===== config.mk =====
export PLATFORM = sky130hd
export DESIGN_NAME = spi_fifo_pair
export DESIGN_NICKNAME = d
export VERILOG_FILES = /design/src/rtl/fifo_pair_pkg.sv /design/src/rtl/byte_fifo.sv /design/src/rtl/fifo_event_ctrl.sv /design/src/rtl/spi_fifo_pair.sv
export SDC_FILE = /design/constraint.sdc
export NUM_CORES = 2
export LEC_CHECK = 0
export ABC_AREA = 0
export BUFFER_PORTS_ARGS = -buffer_cell sky130_fd_sc_hd__buf_2
export CORE_ASPECT_RATIO = 0.9
export CORE_MARGIN = 4
export CORE_UTILIZATION = 33
export CTS_CLUSTER_SIZE = 28
export DETAILED_ROUTE_END_ITERATION = 8
export PLACE_DENSITY = 0.46
export SLEW_MARGIN = 10
export SYNTH_ARGS = -nofsm -noshare
export SYNTH_HDL_FRONTEND = slang
export SYNTH_SLANG_ARGS = --single-unit

===== constraint.sdc =====
create_clock -name clk -period 6.2 [get_ports clk]
set_clock_uncertainty 0.2 [all_clocks]
set_input_delay 0.62 -clock clk [delete_from_list [all_inputs] [get_ports clk]]
set_output_delay 0.62 -clock clk [all_outputs]
set_load 0.02 [all_outputs]

===== src/rtl/fifo_pair_pkg.sv =====
package fifo_pair_pkg;

    typedef enum logic [2:0] {
        ADDR_CTRL  = 3'd0,
        ADDR_LEVEL = 3'd1,
        ADDR_IEN   = 3'd2,
        ADDR_ISTAT = 3'd3,
        ADDR_TXD   = 3'd4,
        ADDR_RXD   = 3'd5
    } reg_addr_e;

    // status / enable bit positions
    localparam int BIT_RXRDY = 0;
    localparam int BIT_TXREQ = 4;
    localparam int BIT_RXOVF = 8;
    localparam int BIT_DONE  = 12;

    // control word bit positions
    localparam int BIT_RXDMA   = 8;
    localparam int BIT_RXFLUSH = 15;
    localparam int BIT_TXDMA   = 24;
    localparam int BIT_TXFLUSH = 31;

    // index of each flag inside the 4-bit internal vector
    localparam int IDX_RXRDY = 0;
    localparam int IDX_TXREQ = 1;
    localparam int IDX_RXOVF = 2;
    localparam int IDX_DONE  = 3;
    localparam int NFLAGS    = 4;

    // flags that follow a level condition (clear wins for one cycle)
    localparam logic [NFLAGS-1:0] LEVEL_FLAGS = 4'b0011;

endpackage


===== src/rtl/byte_fifo.sv =====
module byte_fifo #(
    parameter int DEPTH = 128
) (
    input  logic                         clk,
    input  logic                         rst_n,
    input  logic                         flush,
    input  logic                         push,
    input  logic [7:0]                   din,
    input  logic                         pop,
    output logic [7:0]                   dout,
    output logic [$clog2(DEPTH+1)-1:0]   count,
    output logic                         full,
    output logic                         empty
);
    localparam int AW = $clog2(DEPTH);
    localparam int CW = $clog2(DEPTH + 1);

    typedef struct packed {
        logic [DEPTH-1:0][7:0] mem;
        logic [AW-1:0]         wp;
        logic [AW-1:0]         rp;
        logic [CW-1:0]         cnt;
    } fifo_st_t;

    fifo_st_t st_d, st_q;
    logic     do_push, do_pop;

    assign full  = (st_q.cnt == CW'(DEPTH));
    assign empty = (st_q.cnt == '0);
    assign count = st_q.cnt;
    assign dout  = st_q.mem[st_q.rp];

    always_comb begin
        st_d    = st_q;
        do_push = push && !full;
        do_pop  = pop && !empty;
        if (flush) begin
            st_d.wp  = '0;
            st_d.rp  = '0;
            st_d.cnt = '0;
        end else begin
            if (do_push) begin
                st_d.mem[st_q.wp] = din;
                st_d.wp = (st_q.wp == AW'(DEPTH - 1)) ? '0 : st_q.wp + AW'(1);
            end
            if (do_pop) begin
                st_d.rp = (st_q.rp == AW'(DEPTH - 1)) ? '0 : st_q.rp + AW'(1);
            end
            case ({do_push, do_pop})
                2'b10:   st_d.cnt = st_q.cnt + CW'(1);
                2'b01:   st_d.cnt = st_q.cnt - CW'(1);
                default: st_d.cnt = st_q.cnt;
            endcase
        end
    end

    always_ff @(posedge clk or negedge rst_n) begin
        if (!rst_n) st_q <= '0;
        else        st_q <= st_d;
    end

    assert_count_bound_R1: assert property (@(posedge clk) disable iff (!rst_n)
        count <= CW'(DEPTH));

    assert_full_drop_R4: assert property (@(posedge clk) disable iff (!rst_n)
        (push && full && !pop && !flush) |=> $stable(count));

    assert_flush_empty_R6: assert property (@(posedge clk) disable iff (!rst_n)
        flush |=> (count == '0));

    assert_empty_pop_R12: assert property (@(posedge clk) disable iff (!rst_n)
        (pop && empty && !push && !flush) |=> empty);

endmodule


===== src/rtl/fifo_event_ctrl.sv =====
module fifo_event_ctrl
    import fifo_pair_pkg::*;
(
    input  logic              clk,
    input  logic              rst_n,
    input  logic [NFLAGS-1:0] set_in,
    input  logic [NFLAGS-1:0] clr_in,
    input  logic              en_we,
    input  logic [NFLAGS-1:0] en_wdata,
    output logic [NFLAGS-1:0] pend,
    output logic [NFLAGS-1:0] en,
    output logic              irq
);
    typedef struct packed {
        logic [NFLAGS-1:0] pend;
        logic [NFLAGS-1:0] en;
    } evt_st_t;

    evt_st_t st_d, st_q;

    always_comb begin
        st_d = st_q;
        for (int i = 0; i < NFLAGS; i++) begin
            if (LEVEL_FLAGS[i]) begin
                st_d.pend[i] = clr_in[i] ? 1'b0 : (st_q.pend[i] | set_in[i]);
            end else begin
                st_d.pend[i] = (st_q.pend[i] & ~clr_in[i]) | set_in[i];
            end
        end
        if (en_we) st_d.en = en_wdata;
    end

    always_ff @(posedge clk or negedge rst_n) begin
        if (!rst_n) st_q <= '0;
        else        st_q <= st_d;
    end

    assign pend = st_q.pend;
    assign en   = st_q.en;
    assign irq  = |(st_q.pend & st_q.en);

    assert_rxrdy_pending_R7: assert property (@(posedge clk) disable iff (!rst_n)
        (set_in[IDX_RXRDY] && !clr_in[IDX_RXRDY]) |=> pend[IDX_RXRDY]);

    assert_level_clear_R8: assert property (@(posedge clk) disable iff (!rst_n)
        clr_in[IDX_TXREQ] |=> !pend[IDX_TXREQ]);

    assert_event_wins_R9: assert property (@(posedge clk) disable iff (!rst_n)
        set_in[IDX_RXOVF] |=> pend[IDX_RXOVF]);

    assert_irq_quiet_R10: assert property (@(posedge clk) disable iff (!rst_n)
        (en == '0) |-> !irq);

endmodule


===== src/rtl/spi_fifo_pair.sv =====
module spi_fifo_pair
    import fifo_pair_pkg::*;
#(
    parameter int DEPTH = 128
) (
    input  logic        clk,
    input  logic        rst_n,
    input  logic [2:0]  reg_addr,
    input  logic        reg_wr,
    input  logic [31:0] reg_wdata,
    input  logic        reg_rd,
    output logic [31:0] reg_rdata,
    input  logic        tx_pop,
    output logic [7:0]  tx_byte,
    output logic        tx_empty,
    input  logic        rx_push,
    input  logic [7:0]  rx_byte,
    output logic        rx_full,
    input  logic        xfer_done,
    output logic        irq,
    output logic        tx_dma_req,
    output logic        rx_dma_req
);
    localparam int CW = $clog2(DEPTH + 1);

    typedef struct packed {
        logic [7:0] rx_thr;
        logic       rx_dma;
        logic [7:0] tx_thr;
        logic       tx_dma;
    } ctrl_st_t;

    ctrl_st_t ctrl_d, ctrl_q;

    logic            wr_ctrl, wr_ien, wr_istat, wr_txd, rd_rxd;
    logic            rx_flush, tx_flush;
    logic [CW-1:0]   rx_cnt, tx_cnt;
    logic [7:0]      rx_cnt8, tx_cnt8, rx_head;
    logic            tx_full, rx_empty;
    logic            rx_hit, tx_hit;
    logic [NFLAGS-1:0] set_v, clr_v, en_wv, pend_v, en_v;
    logic [31:0]     stat_word, ien_word;
    logic            unused_wdata;

    assign wr_ctrl  = reg_wr && (reg_addr == ADDR_CTRL);
    assign wr_ien   = reg_wr && (reg_addr == ADDR_IEN);
    assign wr_istat = reg_wr && (reg_addr == ADDR_ISTAT);
    assign wr_txd   = reg_wr && (reg_addr == ADDR_TXD);
    assign rd_rxd   = reg_rd && (reg_addr == ADDR_RXD);
    assign rx_flush = wr_ctrl && reg_wdata[BIT_RXFLUSH];
    assign tx_flush = wr_ctrl && reg_wdata[BIT_TXFLUSH];
    assign unused_wdata = ^reg_wdata;

    always_comb begin
        ctrl_d = ctrl_q;
        if (wr_ctrl) begin
            ctrl_d.rx_thr = reg_wdata[7:0];
            ctrl_d.rx_dma = reg_wdata[BIT_RXDMA];
            ctrl_d.tx_thr = reg_wdata[23:16];
            ctrl_d.tx_dma = reg_wdata[BIT_TXDMA];
        end
    end

    always_ff @(posedge clk or negedge rst_n) begin
        if (!rst_n) ctrl_q <= '0;
        else        ctrl_q <= ctrl_d;
    end

    byte_fifo #(.DEPTH(DEPTH)) u_tx_fifo (
        .clk   (clk),
        .rst_n (rst_n),
        .flush (tx_flush),
        .push  (wr_txd),
        .din   (reg_wdata[7:0]),
        .pop   (tx_pop),
        .dout  (tx_byte),
        .count (tx_cnt),
        .full  (tx_full),
        .empty (tx_empty)
    );

    byte_fifo #(.DEPTH(DEPTH)) u_rx_fifo (
        .clk   (clk),
        .rst_n (rst_n),
        .flush (rx_flush),
        .push  (rx_push),
        .din   (rx_byte),
        .pop   (rd_rxd),
        .dout  (rx_head),
        .count (rx_cnt),
        .full  (rx_full),
        .empty (rx_empty)
    );

    assign rx_cnt8 = 8'(rx_cnt);
    assign tx_cnt8 = 8'(tx_cnt);
    assign rx_hit  = (rx_cnt8 >= ctrl_q.rx_thr);
    assign tx_hit  = (tx_cnt8 <= ctrl_q.tx_thr);

    always_comb begin
        set_v            = '0;
        set_v[IDX_RXRDY] = rx_hit;
        set_v[IDX_TXREQ] = tx_hit;
        set_v[IDX_RXOVF] = rx_push && rx_full;
        set_v[IDX_DONE]  = xfer_done;
        clr_v            = '0;
        clr_v[IDX_RXRDY] = wr_istat && reg_wdata[BIT_RXRDY];
        clr_v[IDX_TXREQ] = wr_istat && reg_wdata[BIT_TXREQ];
        clr_v[IDX_RXOVF] = wr_istat && reg_wdata[BIT_RXOVF];
        clr_v[IDX_DONE]  = wr_istat && reg_wdata[BIT_DONE];
        en_wv            = '0;
        en_wv[IDX_RXRDY] = reg_wdata[BIT_RXRDY];
        en_wv[IDX_TXREQ] = reg_wdata[BIT_TXREQ];
        en_wv[IDX_RXOVF] = reg_wdata[BIT_RXOVF];
        en_wv[IDX_DONE]  = reg_wdata[BIT_DONE];
    end

    fifo_event_ctrl u_evt (
        .clk      (clk),
        .rst_n    (rst_n),
        .set_in   (set_v),
        .clr_in   (clr_v),
        .en_we    (wr_ien),
        .en_wdata (en_wv),
        .pend     (pend_v),
        .en       (en_v),
        .irq      (irq)
    );

    always_comb begin
        stat_word            = '0;
        stat_word[BIT_RXRDY] = pend_v[IDX_RXRDY];
        stat_word[BIT_TXREQ] = pend_v[IDX_TXREQ];
        stat_word[BIT_RXOVF] = pend_v[IDX_RXOVF];
        stat_word[BIT_DONE]  = pend_v[IDX_DONE];
        ien_word             = '0;
        ien_word[BIT_RXRDY]  = en_v[IDX_RXRDY];
        ien_word[BIT_TXREQ]  = en_v[IDX_TXREQ];
        ien_word[BIT_RXOVF]  = en_v[IDX_RXOVF];
        ien_word[BIT_DONE]   = en_v[IDX_DONE];
    end

    always_comb begin
        reg_rdata = '0;
        case (reg_addr)
            ADDR_CTRL: begin
                reg_rdata[7:0]       = ctrl_q.rx_thr;
                reg_rdata[BIT_RXDMA] = ctrl_q.rx_dma;
                reg_rdata[23:16]     = ctrl_q.tx_thr;
                reg_rdata[BIT_TXDMA] = ctrl_q.tx_dma;
            end
            ADDR_LEVEL: begin
                reg_rdata[7:0]   = rx_cnt8;
                reg_rdata[23:16] = tx_cnt8;
            end
            ADDR_IEN:   reg_rdata = ien_word;
            ADDR_ISTAT: reg_rdata = stat_word;
            ADDR_RXD:   reg_rdata[7:0] = rx_empty ? 8'h00 : rx_head;
            default:    reg_rdata = '0;
        endcase
    end

    assign rx_dma_req = ctrl_q.rx_dma && rx_hit;
    assign tx_dma_req = ctrl_q.tx_dma && tx_hit;

    assert_tx_push_drop_R4: assert property (@(posedge clk) disable iff (!rst_n)
        (wr_txd && tx_full && !tx_pop && !tx_flush) |=> tx_full);

    assert_dma_gate_R11: assert property (@(posedge clk) disable iff (!rst_n)
        (!ctrl_q.rx_dma) |-> !rx_dma_req);

endmodule


---- Yosys cells after proc, flatten, opt, wreduce, memory -nomap -nowiden ----
Index checks and enable logic that the tools add are counted.
W data, S select, Z words.
word-level totals
  memory bits (read-only) ................. 0
  bits in latches ......................... 0
  memories ................................ 0
  memory bits (writable) .................. 0
  output and inout bits ................... 45
  bits in registers ....................... 2118
operators by class
  add/sub/neg operators ................... 8
  multiplexer cells ....................... 30
  equality and inequality tests ........... 15
  shift operators ......................... 0
  bitwise logic cells ..................... 11
  reduce and logical (&&, ||, !) cells .... 36
  div/mod/pow operators ................... 0
  $mul .................................... 0
  $lt $le $gt $ge ......................... 8
operator list
  kind                   number
  $bwmux W1024           2
  $bmux W8 S7            2
  $demux W8 S7           2
  $mux W7                8
  $pmux W8 S2            3
  $mux W22               2
  $mux W8                5
  $pmux W8 S5            1
  $lt A7 B8 Y1 const B   4
  $add A7 B1 Y7 const B  4
  $eq A7 B7 Y1 const B   4
  $logic_and A1 B1 Y1    20
  $add A8 B1 Y8 const B  2
  $eq A8 B8 Y1 const B   2
  $logic_not A8 Y1       2
  $sub A8 B1 Y8 const B  2
  $ge A7 B1 Y1 const B   2
  $ge A8 B8 Y1           1
  $le A8 B8 Y1           1
  $pmux W4 S2            1
  $reduce_bool A2 Y1     4
  $eq A3 B2 Y1 const B   2
  $eq A3 B3 Y1 const B   2
  $reduce_bool A3 Y1     2
  13 further kinds       28

---- Depth between registers and ports, before layout ----
  depth in word-level cells ............... 6
  mapped depth ............................ 15
  gate-level depth less buffers ........... 13

---- Cells and area by module ----
A second synthesis with hierarchy kept.
second synthesis, totals
  cells, all modules ...................... 6556
  area, all modules ....................... 98718.4 um^2
modules (own cells, without submodules)
  module                  area each (um^2)  cells an instance  times used
  byte_fifo at u_tx_fifo  48495.3           3202               1
  byte_fifo at u_rx_fifo  48290.1           3149               1
  spi_fifo_pair           1631.6            182                1
  fifo_event_ctrl         301.5             23                 1

---- Worst setup path before layout ----
Ideal clock, no wire load.
  kind .................................... input port to flip-flop
  start ................................... in reg_addr[2]
  end ..................................... reg u_tx_fifo.count[6] (netlist name)
  path slack .............................. 2699 ps
  required time ........................... 5922 ps
  arrival ................................. 3223 ps
  stages .................................. 14
  path through ............................ clkbuf_1 -> nand2b_1 -> a211o_1 -> clkbuf_1 -> nand2_1 -> inv_1 -> fa_1 -> a21o_1 -> a21oi_1 -> o21bai_1 -> a21oi_1 -> xnor2_1 -> nand2_1 -> a21oi_1
between the ends
  word-level cells in the longest chain between the ends .. 6
RTL lines
  what                                          RTL line             source
  start, declared                               spi_fifo_pair.sv:8   input logic [2:0] reg_addr,
  $eq A3 B3 Y1                                  spi_fifo_pair.sv:48  assign wr_txd = reg_wr && (reg_addr == ADDR_TXD);
  $logic_and A1 B1 Y1                           spi_fifo_pair.sv:48
  $logic_and A1 B1 Y1                           byte_fifo.sv:35      do_push = push && !full;
  $eq A2 B1 Y1 or $eq A2 B2 Y1 (tied branches)  byte_fifo.sv:49      case ({do_push, do_pop})
  $pmux W8 S2                                   byte_fifo.sv:49
  $mux W22                                      byte_fifo.sv:37      if (flush) begin
Parallel ways exist; a longest one is shown, timed or not.
A chain may end at the register's enable or synchronous reset.

---- Final worst setup path ----
  start ................................... reg u_rx_fifo.st_q[8] (netlist bit)
  end ..................................... out reg_rdata[5]
between the ends
  word-level cells in the longest chain between the ends .. 4
RTL lines
  what                           RTL line              source
  start, declared                byte_fifo.sv:25       fifo_st_t st_d, st_q;
  start signal, assigned         byte_fifo.sv:59       else st_q <= st_d;
  $bmux W8 S7                    byte_fifo.sv:31       assign dout = st_q.mem[st_q.rp];
  $mux W8 (implied by the code)  byte_fifo.sv:31
  $mux W8                        spi_fifo_pair.sv:158  ADDR_RXD: reg_rdata[7:0] = rx_empty ? 8'h00 : rx_head;
  $pmux W8 S5                    spi_fifo_pair.sv:145  case (reg_addr)
  end, declared                  spi_fifo_pair.sv:12   output logic [31:0] reg_rdata,
Every way passes these cells. The select of a mux whose other input is x is not followed.

==> results.cfg <==
[floorplanning]
floorplan.die.width_um = 582
core_area_mm2 = 0.295
io_pins = 95
floorplan.die_area_mm2 = 0.305
starting_density_pct = 33.2
fp.dieH_um = 525
rows = 189

[global_route]
grt_max_degree = 177
grt_pass1_wl_um = 421000
track_usage_pct = 18.3
grt_pass1_vias = 59100
antenna_violations_before_repair = 13
grt_overflow = 0

[sta]
final.hold.worst_slack_ps = 159
worst_tran_pin_value_ps = 1270
final-max-slew-violation-count = 0
timing.fmax_mhz = 170
rsz0062_at_grt = no
ratio_of_final_minimum_period_to_clock_period_pct = 94.8
timing.final.ws_setup_ps = 319
finalSetupTns_ps = 0
hold_violation_total_from_the_final_report = 0
max-slew-margin-rel_pct = 13.4
setup_viol = 0
finalWorstPathRequiredPeriod_ps = 5880

[cells_and_area]
fillers = 27500
nets = 6474
final_util_pct = 37.7
area.growth.synth_to_final_pct = 13.6
final_cell_area_mm2 = 0.111
mostFrequentLayoutCell = sky130_fd_sc_hd__dfrtp_1
fraction_of_layout_cells_with_a_size_suffix_above_1_pct = 50.3
most-common-layout-cells = 2108 x sky130_fd_sc_hd__dfrtp_1, 2036 x sky130_fd_sc_hd__mux2_2, 534 x sky130_fd_sc_hd__mux4_2

[power]
p_per_area_mw_per_mm2 = 326
p_leak_uw = 0.0526
worst_ir_drop_vdd_uv = 271

[routing]
postRouteAntennaNets = 0
via_count = 55900
detail_route.first_pass.iterations = 7
drt_iter0_markers = 3434
avgViaCountPerCell = 5.32
drc = 0
routed_wirelength_um = 283000
route.detailed.wl_per_inst_um = 27.0

[critical_path]
cp_top_family = compound AO/OA/AOI/OAI gates
timing.critical_path.slowest_stage_cell = sky130_fd_sc_hd__a2111oi_0
timing.critical_path.buf_inv = 3
critical_path.cell_chain = buf_12 -> buf_4 -> mux4_2 -> a2111oi_0 -> nor3_1 -> nor4_1 -> nor2_1 -> buf_2
worst-path-max-fanout = 21
worstReg2RegEnd = u_rx_fifo.count[6]
worst_path_max_stage_delay_ps = 1100
crit_cells = 8
crit_path_start = u_rx_fifo.st_q[8]
worstSetupPathType = flop to output pin
r2r-start = u_rx_fifo.count[1]
worst_ep_required_time_ps = 5380
reg2reg_slack_ps = 2060
start_kind = flop
crit_path_end = reg_rdata[5]
endpoint_kind = output pin
worst-endpoint-arrival_ps = 5060
worst_r2r_path_depth = 11

[run_status]
run_status = completed

[synthesis]
synth.cell_area_mm2 = 0.0978
syn_inst = 6378
ys_seq_elements = 2118
ys.flop_type = sky130_fd_sc_hd__dfrtp_1
syn_area_per_cell_um2 = 15.3
yosysUniqueCellTypes = 77
ys_warn_count = 0
seq_area_frac_synth_pct = 54.2
async_flop_share_pct = 100
synth_edf_count = 0

[clock_tree]
postCtsSetupRepairBufs = 0
cells_resized_by_post_cts_repair = 0
clock_latency_ps = 920
worst_setup_hold_path_clk_slew_ps = 70
cts_tree = built
clock_tree.buffer_depth = 4
cts.htree.levels = 4
cts-hold-fix-buffers = 19
cts.sink_count = 2118
cts-buffers-inserted = 234
clk_root_buffer_cell = sky130_fd_sc_hd__clkbuf_16

[place]
pre_cts_ws_ps = 1410
place.gp.congestion = 0.831
placed_cell_area_mm2 = 0.103
hpwl_um = 179000
place.port_buffers = 70

[run]
drv_cap = 0

[min_path]
path_category_of_the_worst_min_delay_check = input pin to async pin
cells in the mapped netlist, types with 23 or more instances:
cell | number | area (um^2)
sky130_fd_sc_hd__nor2_1 | 123 | 462
sky130_fd_sc_hd__a21oi_1 | 60 | 300
sky130_fd_sc_hd__nand2_1 | 286 | 1070
sky130_fd_sc_hd__mux2_1 | 27 | 304
sky130_fd_sc_hd__inv_1 | 27 | 101
sky130_fd_sc_hd__ha_1 | 29 | 363
sky130_fd_sc_hd__nand2_2 | 40 | 250
sky130_fd_sc_hd__nor3_1 | 37 | 185
sky130_fd_sc_hd__o21ai_0 | 45 | 225
sky130_fd_sc_hd__mux2i_1 | 161 | 1610
sky130_fd_sc_hd__a221oi_1 | 23 | 201
sky130_fd_sc_hd__mux4_2 | 534 | 12000
sky130_fd_sc_hd__mux2_2 | 2036 | 22900
sky130_fd_sc_hd__o221ai_1 | 33 | 289
sky130_fd_sc_hd__dfrtp_1 | 2118 | 53000
sky130_fd_sc_hd__buf_2 | 71 | 355
sky130_fd_sc_hd__buf_4 | 27 | 203
sky130_fd_sc_hd__clkbuf_1 | 351 | 1320
sky130_fd_sc_hd__buf_1 | 30 | 113
sky130_fd_sc_hd__o22ai_1 | 33 | 206
logic make-up (layout without fill, tap and decap cells):
kind of cell | after synthesis | count (layout) | share of synthesized area (%)
AO/OA/AOI/OAI | 300 | 300 | 2.13
XOR/XNOR | 20 | 20 | 0.179
adder cells (fa/ha/maj) | 30 | 30 | 0.391
buffers and inverters | 513 | 707 | 2.20
flip-flops | 2118 | 2118 | 54.2
multiplexers | 2774 | 2774 | 37.9
other | 1 | 20 | 0.00383
AND/OR/NAND/NOR | 622 | 622 | 2.98
flip-flops by register name, indices dropped and copies added, names as in the netlist:
signal	flops
u_rx_fifo.st_q	1038
u_tx_fifo.st_q	1038
ctrl_q	18
u_rx_fifo.count	8
u_tx_fifo.count	8
u_evt.en	4
u_evt.pend	4
cell type report:
type	count	area [um^2]	share of cell area (%)
sequential	2118	53000	47.7
multi-input combinational	3759	42800	38.5
clock buffer	353	7050	6.34
tap	3915	4900	4.41
timing repair buffer	252	2280	2.05
clock inverter	73	935	0.841
inverter	29	110	0.0991
antenna	7	17.5	0.0158
through the flow:
stage,instances,power [uW]
after floorplan,6390,19500
after global placement,10100,22000
final,10500,36200
after global routing,10500,37800
after CTS,10500,36800
after detailed placement,10100,22100
worst min-delay path by stage:
stage                              startpoint             endpoint  slack [ps]  cells after the start
after detailed placement  u_rx_fifo.st_q[959]  u_rx_fifo.st_q[959]         270                      1
final                                   rst_n  u_rx_fifo.st_q[871]         160                      2
after global routing                   reg_wr        u_evt.pend[1]         120                      4
after global placement    u_rx_fifo.st_q[835]  u_rx_fifo.st_q[835]         260                      1
after floorplan                         rst_n            ctrl_q[0]         120                      0
after CTS                              reg_wr   u_rx_fifo.st_q[15]          60                      5
report_power, final:
group,total [uW],internal [uW],switching (uW)
Combinational,6340,2640,3700
Clock,14500,8560,5910
Sequential,15400,14600,836
Total,36200,25800,10400
routing by layer:
layer,GRT usage [%],share of wire (%)
met5,0,0.0025
met4,4.33,2.4
met3,2.84,4.4
met2,27.5,44
met1,27.9,49
Power figures use the tool's default switching activity.
